File: src/rtl/dma_ch_pkg.sv
package dma_ch_pkg;

  typedef struct packed {
    logic       sinc;
    logic       dinc;
    logic [1:0] sw;
    logic [1:0] dw;
    logic [2:0] usz;
    logic       blk;
    logic       ie;
  } chan_cfg_t;

  typedef struct packed {
    logic nolink;
    logic linv;
    logic aerr;
    logic done;
    logic halt;
    logic cterm;
    logic en;
  } chan_stat_t;

  localparam logic [2:0] IDX_SRC  = 3'd0;
  localparam logic [2:0] IDX_DST  = 3'd1;
  localparam logic [2:0] IDX_CNT  = 3'd2;
  localparam logic [2:0] IDX_TAG  = 3'd3;
  localparam logic [2:0] IDX_STAT = 3'd4;
  localparam logic [2:0] IDX_CMD  = 3'd5;
  localparam logic [2:0] IDX_LINK = 3'd6;

  function automatic logic [5:0] unit_bytes(input logic [2:0] code);
    case (code)
      3'd1:    return 6'd1;
      3'd2:    return 6'd2;
      3'd3:    return 6'd16;
      3'd4:    return 6'd32;
      default: return 6'd4;
    endcase
  endfunction

  function automatic logic [2:0] width_bytes(input logic [1:0] code);
    case (code)
      2'd1:    return 3'd1;
      2'd2:    return 3'd2;
      default: return 3'd4;
    endcase
  endfunction

  function automatic logic [2:0] beat_bytes(input logic [2:0] code);
    logic [5:0] u;
    u = unit_bytes(code);
    return (u > 6'd4) ? 3'd4 : u[2:0];
  endfunction

  function automatic logic [1:0] size_code(input logic [2:0] b);
    case (b)
      3'd1:    return 2'd0;
      3'd2:    return 2'd1;
      default: return 2'd2;
    endcase
  endfunction

endpackage

File: src/rtl/dma_ch_side.sv
module dma_ch_side
  import dma_ch_pkg::*;
#(
  parameter int AW = 32
) (
  input  logic [AW-1:0] base,
  input  logic          inc,
  input  logic [1:0]    wcode,
  input  logic [5:0]    off,
  output logic [AW-1:0] addr,
  output logic          misal
);
  logic [2:0] wb;
  logic [1:0] mask;

  always_comb begin
    wb    = width_bytes(wcode);
    mask  = wb[1:0] - 2'd1;
    if (wb == 3'd4) mask = 2'd3;
    misal = (base[1:0] & mask) != 2'd0;
    addr  = base + (inc ? AW'(off) : '0);
  end
endmodule

File: src/rtl/dma_ch_csr.sv
module dma_ch_csr
  import dma_ch_pkg::*;
#(
  parameter int AW = 32,
  parameter int CW = 16
) (
  input  logic          clk,
  input  logic          rst_n,
  input  logic          reg_wr,
  input  logic [2:0]    reg_idx,
  input  logic [31:0]   reg_wdata,
  output logic [31:0]   reg_rdata,
  input  logic          ctl_en,
  input  logic          ctl_halt,
  input  logic          unit_done,
  input  logic          zero_done,
  input  logic          aerr_evt,
  output logic [AW-1:0] src_q,
  output logic [AW-1:0] dst_q,
  output logic [CW-1:0] cnt_q,
  output chan_cfg_t     cfg_q,
  output logic          run,
  output logic          aerr_flag,
  output logic          irq
);
  logic [AW-1:0] link_q;
  logic [7:0]    tag_q;
  chan_stat_t    st_q;
  logic          fin;
  logic [5:0]    ub;
  logic          wr_cnt;

  assign ub        = unit_bytes(cfg_q.usz);
  assign fin       = zero_done | (unit_done & (cnt_q == CW'(1)));
  assign run       = st_q.en & ctl_en & ~ctl_halt & ~st_q.halt & ~st_q.done & ~st_q.aerr;
  assign irq       = st_q.done & cfg_q.ie;
  assign aerr_flag = st_q.aerr;
  assign wr_cnt    = reg_wr && reg_idx == IDX_CNT;

  always_ff @(posedge clk) begin
    if (!rst_n) begin
      src_q  <= '0;
      dst_q  <= '0;
      cnt_q  <= '0;
      link_q <= '0;
      tag_q  <= '0;
      cfg_q  <= '0;
      st_q   <= '0;
    end else begin
      if (unit_done) begin
        src_q <= src_q + (cfg_q.sinc ? AW'(ub) : '0);
        dst_q <= dst_q + (cfg_q.dinc ? AW'(ub) : '0);
        cnt_q <= cnt_q - CW'(1);
      end
      if (reg_wr) begin
        case (reg_idx)
          IDX_SRC:  src_q  <= reg_wdata[AW-1:0];
          IDX_DST:  dst_q  <= reg_wdata[AW-1:0];
          IDX_CNT:  cnt_q  <= reg_wdata[CW-1:0];
          IDX_TAG:  tag_q  <= reg_wdata[7:0];
          IDX_LINK: link_q <= reg_wdata[AW-1:0];
          IDX_CMD:  cfg_q  <= '{sinc: reg_wdata[23], dinc: reg_wdata[22],
                                sw: reg_wdata[15:14], dw: reg_wdata[13:12],
                                usz: reg_wdata[10:8], blk: reg_wdata[7],
                                ie: reg_wdata[1]};
          IDX_STAT: st_q   <= '{nolink: reg_wdata[31], linv: reg_wdata[6],
                                aerr: reg_wdata[4], done: reg_wdata[3],
                                halt: reg_wdata[2], cterm: reg_wdata[1],
                                en: reg_wdata[0]};
          default: ;
        endcase
      end
      if (fin) begin
        st_q.done  <= 1'b1;
        st_q.cterm <= 1'b1;
      end
      if (aerr_evt) begin
        st_q.aerr <= 1'b1;
        st_q.halt <= 1'b1;
      end
    end
  end

  always_comb begin
    reg_rdata = '0;
    case (reg_idx)
      IDX_SRC:  reg_rdata[AW-1:0] = src_q;
      IDX_DST:  reg_rdata[AW-1:0] = dst_q;
      IDX_CNT:  reg_rdata[CW-1:0] = cnt_q;
      IDX_TAG:  reg_rdata[7:0]    = tag_q;
      IDX_LINK: reg_rdata[AW-1:0] = link_q;
      IDX_CMD: begin
        reg_rdata[23]    = cfg_q.sinc;
        reg_rdata[22]    = cfg_q.dinc;
        reg_rdata[15:14] = cfg_q.sw;
        reg_rdata[13:12] = cfg_q.dw;
        reg_rdata[10:8]  = cfg_q.usz;
        reg_rdata[7]     = cfg_q.blk;
        reg_rdata[1]     = cfg_q.ie;
      end
      IDX_STAT: begin
        reg_rdata[31] = st_q.nolink;
        reg_rdata[6]  = st_q.linv;
        reg_rdata[4]  = st_q.aerr;
        reg_rdata[3]  = st_q.done;
        reg_rdata[2]  = st_q.halt;
        reg_rdata[1]  = st_q.cterm;
        reg_rdata[0]  = st_q.en;
      end
      default: reg_rdata = '0;
    endcase
  end

  AST_DONE_SW_CLEAR: assert property (@(posedge clk) disable iff (!rst_n)
    $fell(st_q.done) |-> $past(reg_wr && reg_idx == IDX_STAT));

  AST_COUNT_STEP: assert property (@(posedge clk) disable iff (!rst_n)
    (unit_done && !wr_cnt) |=> cnt_q == $past(cnt_q) - CW'(1));

endmodule

File: src/rtl/dma_ch_seq.sv
module dma_ch_seq
  import dma_ch_pkg::*;
#(
  parameter int AW = 32,
  parameter int CW = 16,
  parameter int DW = 32
) (
  input  logic          clk,
  input  logic          rst_n,
  input  logic          run,
  input  logic          periph_req,
  input  logic [AW-1:0] src,
  input  logic [AW-1:0] dst,
  input  logic [CW-1:0] cnt,
  input  logic          sinc,
  input  logic          dinc,
  input  logic [1:0]    sw,
  input  logic [1:0]    dw,
  input  logic [2:0]    usz,
  input  logic          blk,
  output logic          unit_done,
  output logic          zero_done,
  output logic          aerr_evt,
  output logic          mem_valid,
  input  logic          mem_ready,
  output logic          mem_we,
  output logic [AW-1:0] mem_addr,
  output logic [1:0]    mem_size,
  output logic [DW-1:0] mem_wdata,
  input  logic          mem_rvalid,
  input  logic [DW-1:0] mem_rdata
);
  localparam int NSIDE = 2;

  typedef enum logic [1:0] {S_IDLE, S_RD, S_RWAIT, S_WR} seq_st_t;

  seq_st_t       st_q;
  logic [5:0]    off_q;
  logic [DW-1:0] buf_q;
  logic          pend_q;
  logic [2:0]    beat;
  logic [5:0]    ub;
  logic          last_beat;
  logic          start;
  logic          pend_clr;

  logic [AW-1:0] side_base [NSIDE];
  logic          side_inc  [NSIDE];
  logic [1:0]    side_w    [NSIDE];
  logic [AW-1:0] side_addr [NSIDE];
  logic          side_mis  [NSIDE];

  assign side_base[0] = src;
  assign side_base[1] = dst;
  assign side_inc[0]  = sinc;
  assign side_inc[1]  = dinc;
  assign side_w[0]    = sw;
  assign side_w[1]    = dw;

  for (genvar g = 0; g < NSIDE; g++) begin : g_side
    dma_ch_side #(.AW(AW)) u_side (
      .base  (side_base[g]),
      .inc   (side_inc[g]),
      .wcode (side_w[g]),
      .off   (off_q),
      .addr  (side_addr[g]),
      .misal (side_mis[g])
    );
  end

  assign beat      = beat_bytes(usz);
  assign ub        = unit_bytes(usz);
  assign last_beat = (off_q + {3'b000, beat}) == ub;

  always_comb begin
    zero_done = 1'b0;
    aerr_evt  = 1'b0;
    start     = 1'b0;
    if (st_q == S_IDLE && run) begin
      if (cnt == '0)                      zero_done = 1'b1;
      else if (pend_q && (side_mis[0] || side_mis[1])) aerr_evt = 1'b1;
      else if (pend_q)                    start     = 1'b1;
    end
    unit_done = (st_q == S_WR) && mem_ready && last_beat;
    pend_clr  = zero_done | aerr_evt | (start & ~blk) |
                (unit_done & (cnt == CW'(1)));
  end

  assign mem_valid = (st_q == S_RD) || (st_q == S_WR);
  assign mem_we    = (st_q == S_WR);
  assign mem_addr  = (st_q == S_WR) ? side_addr[1] : side_addr[0];
  assign mem_size  = size_code(beat);
  assign mem_wdata = buf_q;

  always_ff @(posedge clk) begin
    if (!rst_n) begin
      st_q   <= S_IDLE;
      off_q  <= '0;
      buf_q  <= '0;
      pend_q <= 1'b0;
    end else begin
      pend_q <= (pend_q & ~pend_clr) | periph_req;
      case (st_q)
        S_IDLE: if (start) st_q <= S_RD;
        S_RD:   if (mem_ready) st_q <= S_RWAIT;
        S_RWAIT: if (mem_rvalid) begin
          buf_q <= mem_rdata;
          st_q  <= S_WR;
        end
        S_WR: if (mem_ready) begin
          if (last_beat) begin
            off_q <= '0;
            st_q  <= S_IDLE;
          end else begin
            off_q <= off_q + {3'b000, beat};
            st_q  <= S_RD;
          end
        end
        default: st_q <= S_IDLE;
      endcase
    end
  end

  AST_REQ_HELD: assert property (@(posedge clk) disable iff (!rst_n)
    (mem_valid && !mem_ready) |=> (mem_valid && $stable(mem_addr) && $stable(mem_we)));

  AST_ZERO_QUIET: assert property (@(posedge clk) disable iff (!rst_n)
    zero_done |=> !mem_valid);

  AST_START_GATED: assert property (@(posedge clk) disable iff (!rst_n)
    (st_q == S_RD && $past(st_q) == S_IDLE) |-> $past(run));

endmodule

File: src/rtl/dma_chan_top.sv
module dma_chan_top
  import dma_ch_pkg::*;
#(
  parameter int AW = 32,
  parameter int CW = 16,
  parameter int DW = 32
) (
  input  logic          clk,
  input  logic          rst_n,
  input  logic          ctl_en,
  input  logic          ctl_halt,
  input  logic          periph_req,
  input  logic          reg_wr,
  input  logic [2:0]    reg_idx,
  input  logic [31:0]   reg_wdata,
  output logic [31:0]   reg_rdata,
  output logic          mem_valid,
  input  logic          mem_ready,
  output logic          mem_we,
  output logic [AW-1:0] mem_addr,
  output logic [1:0]    mem_size,
  output logic [DW-1:0] mem_wdata,
  input  logic          mem_rvalid,
  input  logic [DW-1:0] mem_rdata,
  output logic          irq
);
  logic [AW-1:0] src_q, dst_q;
  logic [CW-1:0] cnt_q;
  chan_cfg_t     cfg_q;
  logic          run, aerr_flag;
  logic          unit_done, zero_done, aerr_evt;

  dma_ch_csr #(.AW(AW), .CW(CW)) u_csr (
    .clk       (clk),
    .rst_n     (rst_n),
    .reg_wr    (reg_wr),
    .reg_idx   (reg_idx),
    .reg_wdata (reg_wdata),
    .reg_rdata (reg_rdata),
    .ctl_en    (ctl_en),
    .ctl_halt  (ctl_halt),
    .unit_done (unit_done),
    .zero_done (zero_done),
    .aerr_evt  (aerr_evt),
    .src_q     (src_q),
    .dst_q     (dst_q),
    .cnt_q     (cnt_q),
    .cfg_q     (cfg_q),
    .run       (run),
    .aerr_flag (aerr_flag),
    .irq       (irq)
  );

  dma_ch_seq #(.AW(AW), .CW(CW), .DW(DW)) u_seq (
    .clk        (clk),
    .rst_n      (rst_n),
    .run        (run),
    .periph_req (periph_req),
    .src        (src_q),
    .dst        (dst_q),
    .cnt        (cnt_q),
    .sinc       (cfg_q.sinc),
    .dinc       (cfg_q.dinc),
    .sw         (cfg_q.sw),
    .dw         (cfg_q.dw),
    .usz        (cfg_q.usz),
    .blk        (cfg_q.blk),
    .unit_done  (unit_done),
    .zero_done  (zero_done),
    .aerr_evt   (aerr_evt),
    .mem_valid  (mem_valid),
    .mem_ready  (mem_ready),
    .mem_we     (mem_we),
    .mem_addr   (mem_addr),
    .mem_size   (mem_size),
    .mem_wdata  (mem_wdata),
    .mem_rvalid (mem_rvalid),
    .mem_rdata  (mem_rdata)
  );

  AST_AERR_NO_BUS: assert property (@(posedge clk) disable iff (!rst_n)
    aerr_flag |-> !mem_valid);

endmodule

File: config.mk
export PLATFORM = sky130hd
export DESIGN_NAME = dma_chan_top
export DESIGN_NICKNAME = d
export VERILOG_FILES = /design/src/rtl/dma_ch_pkg.sv /design/src/rtl/dma_ch_side.sv /design/src/rtl/dma_ch_csr.sv /design/src/rtl/dma_ch_seq.sv /design/src/rtl/dma_chan_top.sv
export SDC_FILE = /design/constraint.sdc
export NUM_CORES = 1
export LEC_CHECK = 0
export ABC_AREA = 1
export BUFFER_PORTS_ARGS = -buffer_cell sky130_fd_sc_hd__buf_2
export CAP_MARGIN = 5
export CORE_ASPECT_RATIO = 0.5
export CORE_MARGIN = 2
export CORE_UTILIZATION = 50
export CTS_CLUSTER_SIZE = 25
export DETAILED_ROUTE_END_ITERATION = 8
export PLACE_DENSITY = 0.73
export SKIP_CTS_REPAIR_TIMING = 1
export SYNTH_ARGS = -nofsm -noshare
export SYNTH_HDL_FRONTEND = slang
export SYNTH_SLANG_ARGS = --single-unit
File: constraint.sdc
create_clock -name clk -period 2.6 [get_ports clk]
set_input_delay 0.52 -clock clk [delete_from_list [all_inputs] [get_ports clk]]
set_output_delay 0.52 -clock clk [all_outputs]
set_load 0.02 [all_outputs]
== Word-level counts from Yosys, hierarchy flattened ==
Cells that the tools add are included.
Word-level totals
  memory bits (read-only): 0
  flip-flop bits (word level): 179
  RAM bits: 0
  latch bits: 0
  output and inout port bits: 101
  input port bits: 75
  memories kept: 0
Cells by class
  order comparisons: 1
  $add $sub $neg: 8
  bitwise gates (word level): 22
  shifts and indexed selects: 0
  equal/unequal tests: 27
  reduce and logical (&&, ||, !) cells: 24
  mux-type cells: 56
  divide/modulo/power cells: 0
  multiply operators: 0
Operators by type and width (count)
  $mux W32: 7
  $add A32 B32 Y32: 2
  $add A32 B6 Y32: 2
  $mux W16: 3
  $mux W6: 5
  $pmux W6 S4: 1
  $pmux W7 S3: 1
  $pmux W4 S5: 1
  $eq A3 B3 Y1 const B: 6
  $pmux W1 S6: 3
  $pmux W3 S6: 1
  $pmux W6 S3: 1
  $eq A16 B1 Y1 const B: 1
  $logic_not A16 Y1: 1
  $pmux W2 S4: 2
  $reduce_and A2 Y1: 8
  $sub A16 B1 Y16 const B: 1
  $eq A3 B2 Y1 const B: 5
  $pmux W3 S5: 1
  $mux W1: 14
  $mux W2: 6
  $pmux W3 S2: 2
  $reduce_bool A2 Y1: 6
  $mux W5: 2
  other kinds (23): 56

== Logic depth before layout (Yosys ltp) ==
  depth in word-level cells: 17
  gate-level depth with buffers: 21
  gate-level depth less buffers: 21

== Hierarchy ==
From an unflattened synthesis, not the netlist that was laid out.
Second synthesis, totals
  cells, all modules: 2279
  area, all modules: 13721.9 µm²
Modules (own cells, without submodules)
  dma_ch_csr: instances 1, seq. area each 2762.6 µm², area an instance 8762.2 µm², cells an instance 1373
  dma_ch_seq: instances 1, seq. area each 820.8 µm², area an instance 2426.1 µm², cells an instance 398
  dma_ch_side at u_seq.g_side[0].u_side: instances 1, seq. area each 0.0 µm², area an instance 1305.0 µm², cells an instance 267
  dma_ch_side at u_seq.g_side[1].u_side: instances 1, seq. area each 0.0 µm², area an instance 1228.7 µm², cells an instance 241

== Worst setup path before layout ==
Ideal clock, no wire load.
  kind: reg-to-output
  start: register, netlist name u_csr.cfg_q[9]
  end: output mem_addr[12]
  data arrival time: 2.469 ns
  required time: 2.080 ns
  buffers on the path: 1
  cell stages (with the launch flop): 15
  slack: -0.389 ns
  cells stage by stage: dfxtp_1 > clkbuf_1 > nand2_1 > inv_1 > ha_1 > inv_1 > fa_1 > nand3b_1 > nand2_1 > nand2_1 > nand2_1 > inv_1 > nor3_2 > xor2_1 > o21ai_0
Between the ends
  word-level cells in the longest chain between the ends: 3
RTL lines
  $mux W6: RTL line dma_ch_side.sv:21  | addr = base + (inc ? AW'(off) : '0);
  $add A32 B6 Y32: RTL line dma_ch_side.sv:21
  $mux W32: RTL line dma_ch_seq.sv:91  | assign mem_addr = (st_q == S_WR) ? side_addr[1] : side_addr[0];
  end: declaration: RTL line dma_chan_top.sv:20  | output logic [AW-1:0] mem_addr,
No other way between the ends.

== Worst setup path in the final report ==
  start: register u_seq.off_q[0]
  end: output mem_addr[20]
Between the ends
  word-level cells in the longest chain between the ends: 3
  elaborated cells between the ends (all ways): 5
  classes of those cells: 2 x add/sub; 3 x mux
RTL lines
  start: declaration: RTL line dma_ch_seq.sv:38  | logic [5:0] off_q;
  start signal: assignment: RTL line dma_ch_seq.sv:115  | off_q <= off_q + {3'b000, beat};
  $mux W6: RTL line dma_ch_side.sv:21
  $add A32 B6 Y32: RTL line dma_ch_side.sv:21
  $mux W32 *: RTL line dma_ch_seq.sv:91
Every way passes the cells marked *; elsewhere a longest branch is shown, timed or not.

==> reports/summary.txt <==
YS warnings: 0
GR Util All Layers: 39.5%
R2R setup slack: -0.18 ns
top cells by count, synth: nand2_1 (592), inv_1 (369), nand3_1 (229)
RSZ-0062 raised after global routing: yes
Worst path slowest cell: dfxtp_2
global routing's busiest layer: met2
drc violations: 0
Final Cell Area: 19200 um^2
Worst-path clk slew: 0.08 ns
placed inst area: 16200 um^2
die span in x: 237 um
register bit total from synthesis: 179
worst flop-to-flop path startpoint: u_csr.cfg_q[4]$_SDFFE_PN0P_
final design utilization: 72.3%
fraction of layout cells with a size suffix above 1: 30.0%
Hold Path Cell Cnt: 3
NumNets Final: 2739
gpl congestion: 1.12
non-filler cells, final: 2990
outcome: finished with violations
Switching Fraction: 36.6%
Top FF cell, synth: dfxtp_1
vias in the first global route: 14800
cts bufs inserted: 17
DRT Pass-1 Iters: 6
element type at the critical path start: register
Synth Area in Adders: 3.87%
clock share of power: 33.9%
Mapped Nets: 2397
CTS Root Cell: clkbuf_16
leakage power: 9.80 nW
Placed Cells: 2913
Cell Pwr Density: 429 nW/um^2
GRT Residual Overflow: 0
clock sinks: 179
wire per inst: 20.8 um
NetSw: 3.02 mW
Logic pwr share: 28.6%
Synth area leader: dfxtp_1
Routed Antenna Nets: 0
number of synthesized flops with an enable pin: 0
P_int: 5.22 mW
f_max: 299 MHz
VDD IR max: 0.000637 V
Vias/cell: 5.86
row count: 42
clock latency reported for the late side of the worst-skew pair: 0.47 ns
sequential-to-total area share from yosys stat: 26.4%
CTS tree: yes
CP cell instances: nand2_1, inv_1, ha_2, inv_2, fa_2, nand3b_1, nand2_2, nand2_2, nand2_4, inv_4, nor3_4, nand2_1, a21oi_1, o21ai_1, o21ai_2, buf_6
Reg power frac: 37.5%
die area: 28600 um^2
largest fanout on the critical path: 3
Slew @ Worst Pin: 0.847 ns
Final Power: 8.24 mW
simple-gate portion of the synthesized area: 35.9%
Distinct cells, synth: 48
I/O Pins: 176
Synth Area in XOR/XNOR: 4.51%
Yosys top cell area share: 26.4%
Final Cycle Share: 129%
Mapped Cells: 2283
failing checks: negative setup slack
Area Overhead vs Synth: 41.6%
chip height: 121 um
global-route wire length before repair: 85500 um
type of the worst min-delay path: input port to register
Final TNS setup: -20.19 ns
Post-synth ARST share: 0%
Hold Path Sink: u_seq.pend_q$_SDFF_PN0_
largest family of logic cells by synthesized area: simple AND/OR/NAND/NOR gates
max-slew violation count: 0
Worst Reg-to-Reg Cells: 18
Vias: 17500
ant diodes: 0
met2 usage: 59.0%
Max stage delay on crit path: 0.35 ns
R2R Path End: u_csr.dst_q[9]$_SDFF_PN0_
Synth Area in Compound Gates: 15.2%
final critical-path required period: 3.35 ns
multiplexer share of the synthesized area: 0.0737%
Final setup viols: 98
Worst Skew: 0.0127 ns
Syn Std Cell Area: 13600 um^2
hold wc startpoint: periph_req
M3 GR Usage: 10.2%
initial antenna violation count: 1
most common cell in the synthesized netlist: nand2_1
critical path data required time: 2.08 ns
detailed placement HPWL: 42900 um
crit path capture type: output port
crit path kind: register to output port
final hold vios: 0
final wirelength: 62300 um
Setup WS post-layout: -0.747 ns
H-tree level count: 4
Iteration-0 DRC Markers: 2166
CP arrival: 2.83 ns
Core Box Area: 26600 um^2
CTS max path bufs: 2
I/O Buffers: 175
mean post-synth cell area: 5.95 um^2
max cap viols: 0
largest net degree at the start of global routing: 145
met1 GRT Util: 54.0%
largest cells by area after synthesis: dfxtp_1 (26%), nand2_1 (16%), inv_1 (10%), nand3_1 (8.4%), o21ai_0 (7.4%)
Initial Util: 51.1%
Max transition margin: 43.2%
==> layout make-up <==
type / instances / area, um^2
repair inverters: 1 / 5.00
flip-flops and latches: 179 / 3600
inverters: 377 / 1440
clock inverters: 14 / 180
fillers: 2226 / 7360
well taps: 352 / 440
repair buffers: 432 / 3400
multi-input cells: 1617 / 9730
clock buffers: 18 / 439
==> cell usage in the layout (no fill, tap or decap), drive strengths merged, types with 5 or more instances in the layout <==
| master | synthesis | routed |
|---|---|---|
| ha | 34 | 34 |
| o211ai | 7 | 7 |
| a22oi | 8 | 8 |
| or2 | 5 | 5 |
| nand3b | 5 | 5 |
| a21oi | 105 | 105 |
| clkinv | 2 | 6 |
| o221ai | 16 | 16 |
| clkinvlp | 0 | 5 |
| buf | 32 | 424 |
| nand4 | 75 | 75 |
| nand3 | 233 | 233 |
| nor2 | 193 | 193 |
| dfxtp | 179 | 179 |
| inv | 375 | 380 |
| xnor2 | 6 | 6 |
| o21ai | 202 | 202 |
| xor2 | 64 | 64 |
| nand2 | 599 | 600 |
| a221oi | 9 | 9 |
| fa | 5 | 5 |
| o22ai | 17 | 17 |
| clkbuf | 79 | 26 |
| nor3 | 18 | 18 |
==> metal layers <==
metal  up-vias  wire length (um)
met5         -                20
met1      7964             24800
li1       8047                 -
met4         4              3400
met2      1248             25500
met3       259              8540
==> worst max path at each step <==
stage / startpoint / end / slack (ns) / cells past startpoint
floorplan: u_csr.cfg_q[9]$_SDFFE_PN0P_ / mem_addr[20] / -0.05 / 16
global placement: u_seq.off_q[0]$_SDFFE_PN0P_ / mem_addr[20] / -0.26 / 16
detailed placement: u_csr.cfg_q[10]$_SDFFE_PN0P_ / mem_addr[16] / -0.26 / 12
CTS: u_csr.cfg_q[10]$_SDFFE_PN0P_ / mem_addr[16] / -0.80 / 12
global route: u_seq.off_q[0]$_SDFFE_PN0P_ / mem_addr[20] / -0.91 / 16
finish: u_seq.off_q[0]$_SDFFE_PN0P_ / mem_addr[20] / -0.75 / 16
==> worst max-delay path: cells and delay by family (launching register included) <==
| kind | cells | cell delay, ns |
|---|---|---|
| AO/OA/AOI/OAI | 3 | 0.36 |
| buffers and inverters | 4 | 0.28 |
| AND/OR/NAND/NOR | 7 | 0.86 |
| flip-flops | 1 | 0.35 |
| adder cells (fa/ha/maj) | 2 | 0.50 |
==> power groups by stage <==
stage	registers, mW	logic (mW)	clock network, mW
6_report	3.09	2.36	2.80
5_1_grt	3.11	2.49	2.92
4_1_cts	3.07	1.85	2.81
3_5_place_dp	3.13	1.84	0
3_3_place_gp	3.12	1.83	0
2_1_floorplan	3.22	1.02	0
==> flip-flops by register name, summed over array words and instances, names as in the netlist <==
name	cells
u_csr.link_q	32
u_csr.tag_q	8
u_csr.aerr_flag	1
u_csr.cfg_q	11
u_seq.pend_q	1
u_csr.dst_q	32
u_seq.off_q	6
u_csr.st_q	6
u_seq.mem_wdata	32
u_csr.src_q	32
u_csr.cnt_q	16
u_seq.st_q	2
==> stage by stage <==
step	hold WS [ns]	setup slack, ns
final	0.277	-0.747
after global routing	0.293	-0.912
after CTS	0.265	-0.797
after detailed placement	0.444	-0.264
after global placement	0.435	-0.260
after floorplan	0.425	-0.0489
==> cells by family (layout without fill, tap and decap cells) <==
| family | Yosys count | count (layout) |
|---|---|---|
| muxes | 1 | 1 |
| adders and majority gates | 39 | 39 |
| buffers and inverters | 488 | 842 |
| DFF | 179 | 179 |
| and+or+nand+nor | 1131 | 1132 |
| xor gates and xnor gates | 70 | 70 |
| AOI/OAI and AO/OA | 375 | 375 |
Note: power is estimated with default switching activity, not from simulation.
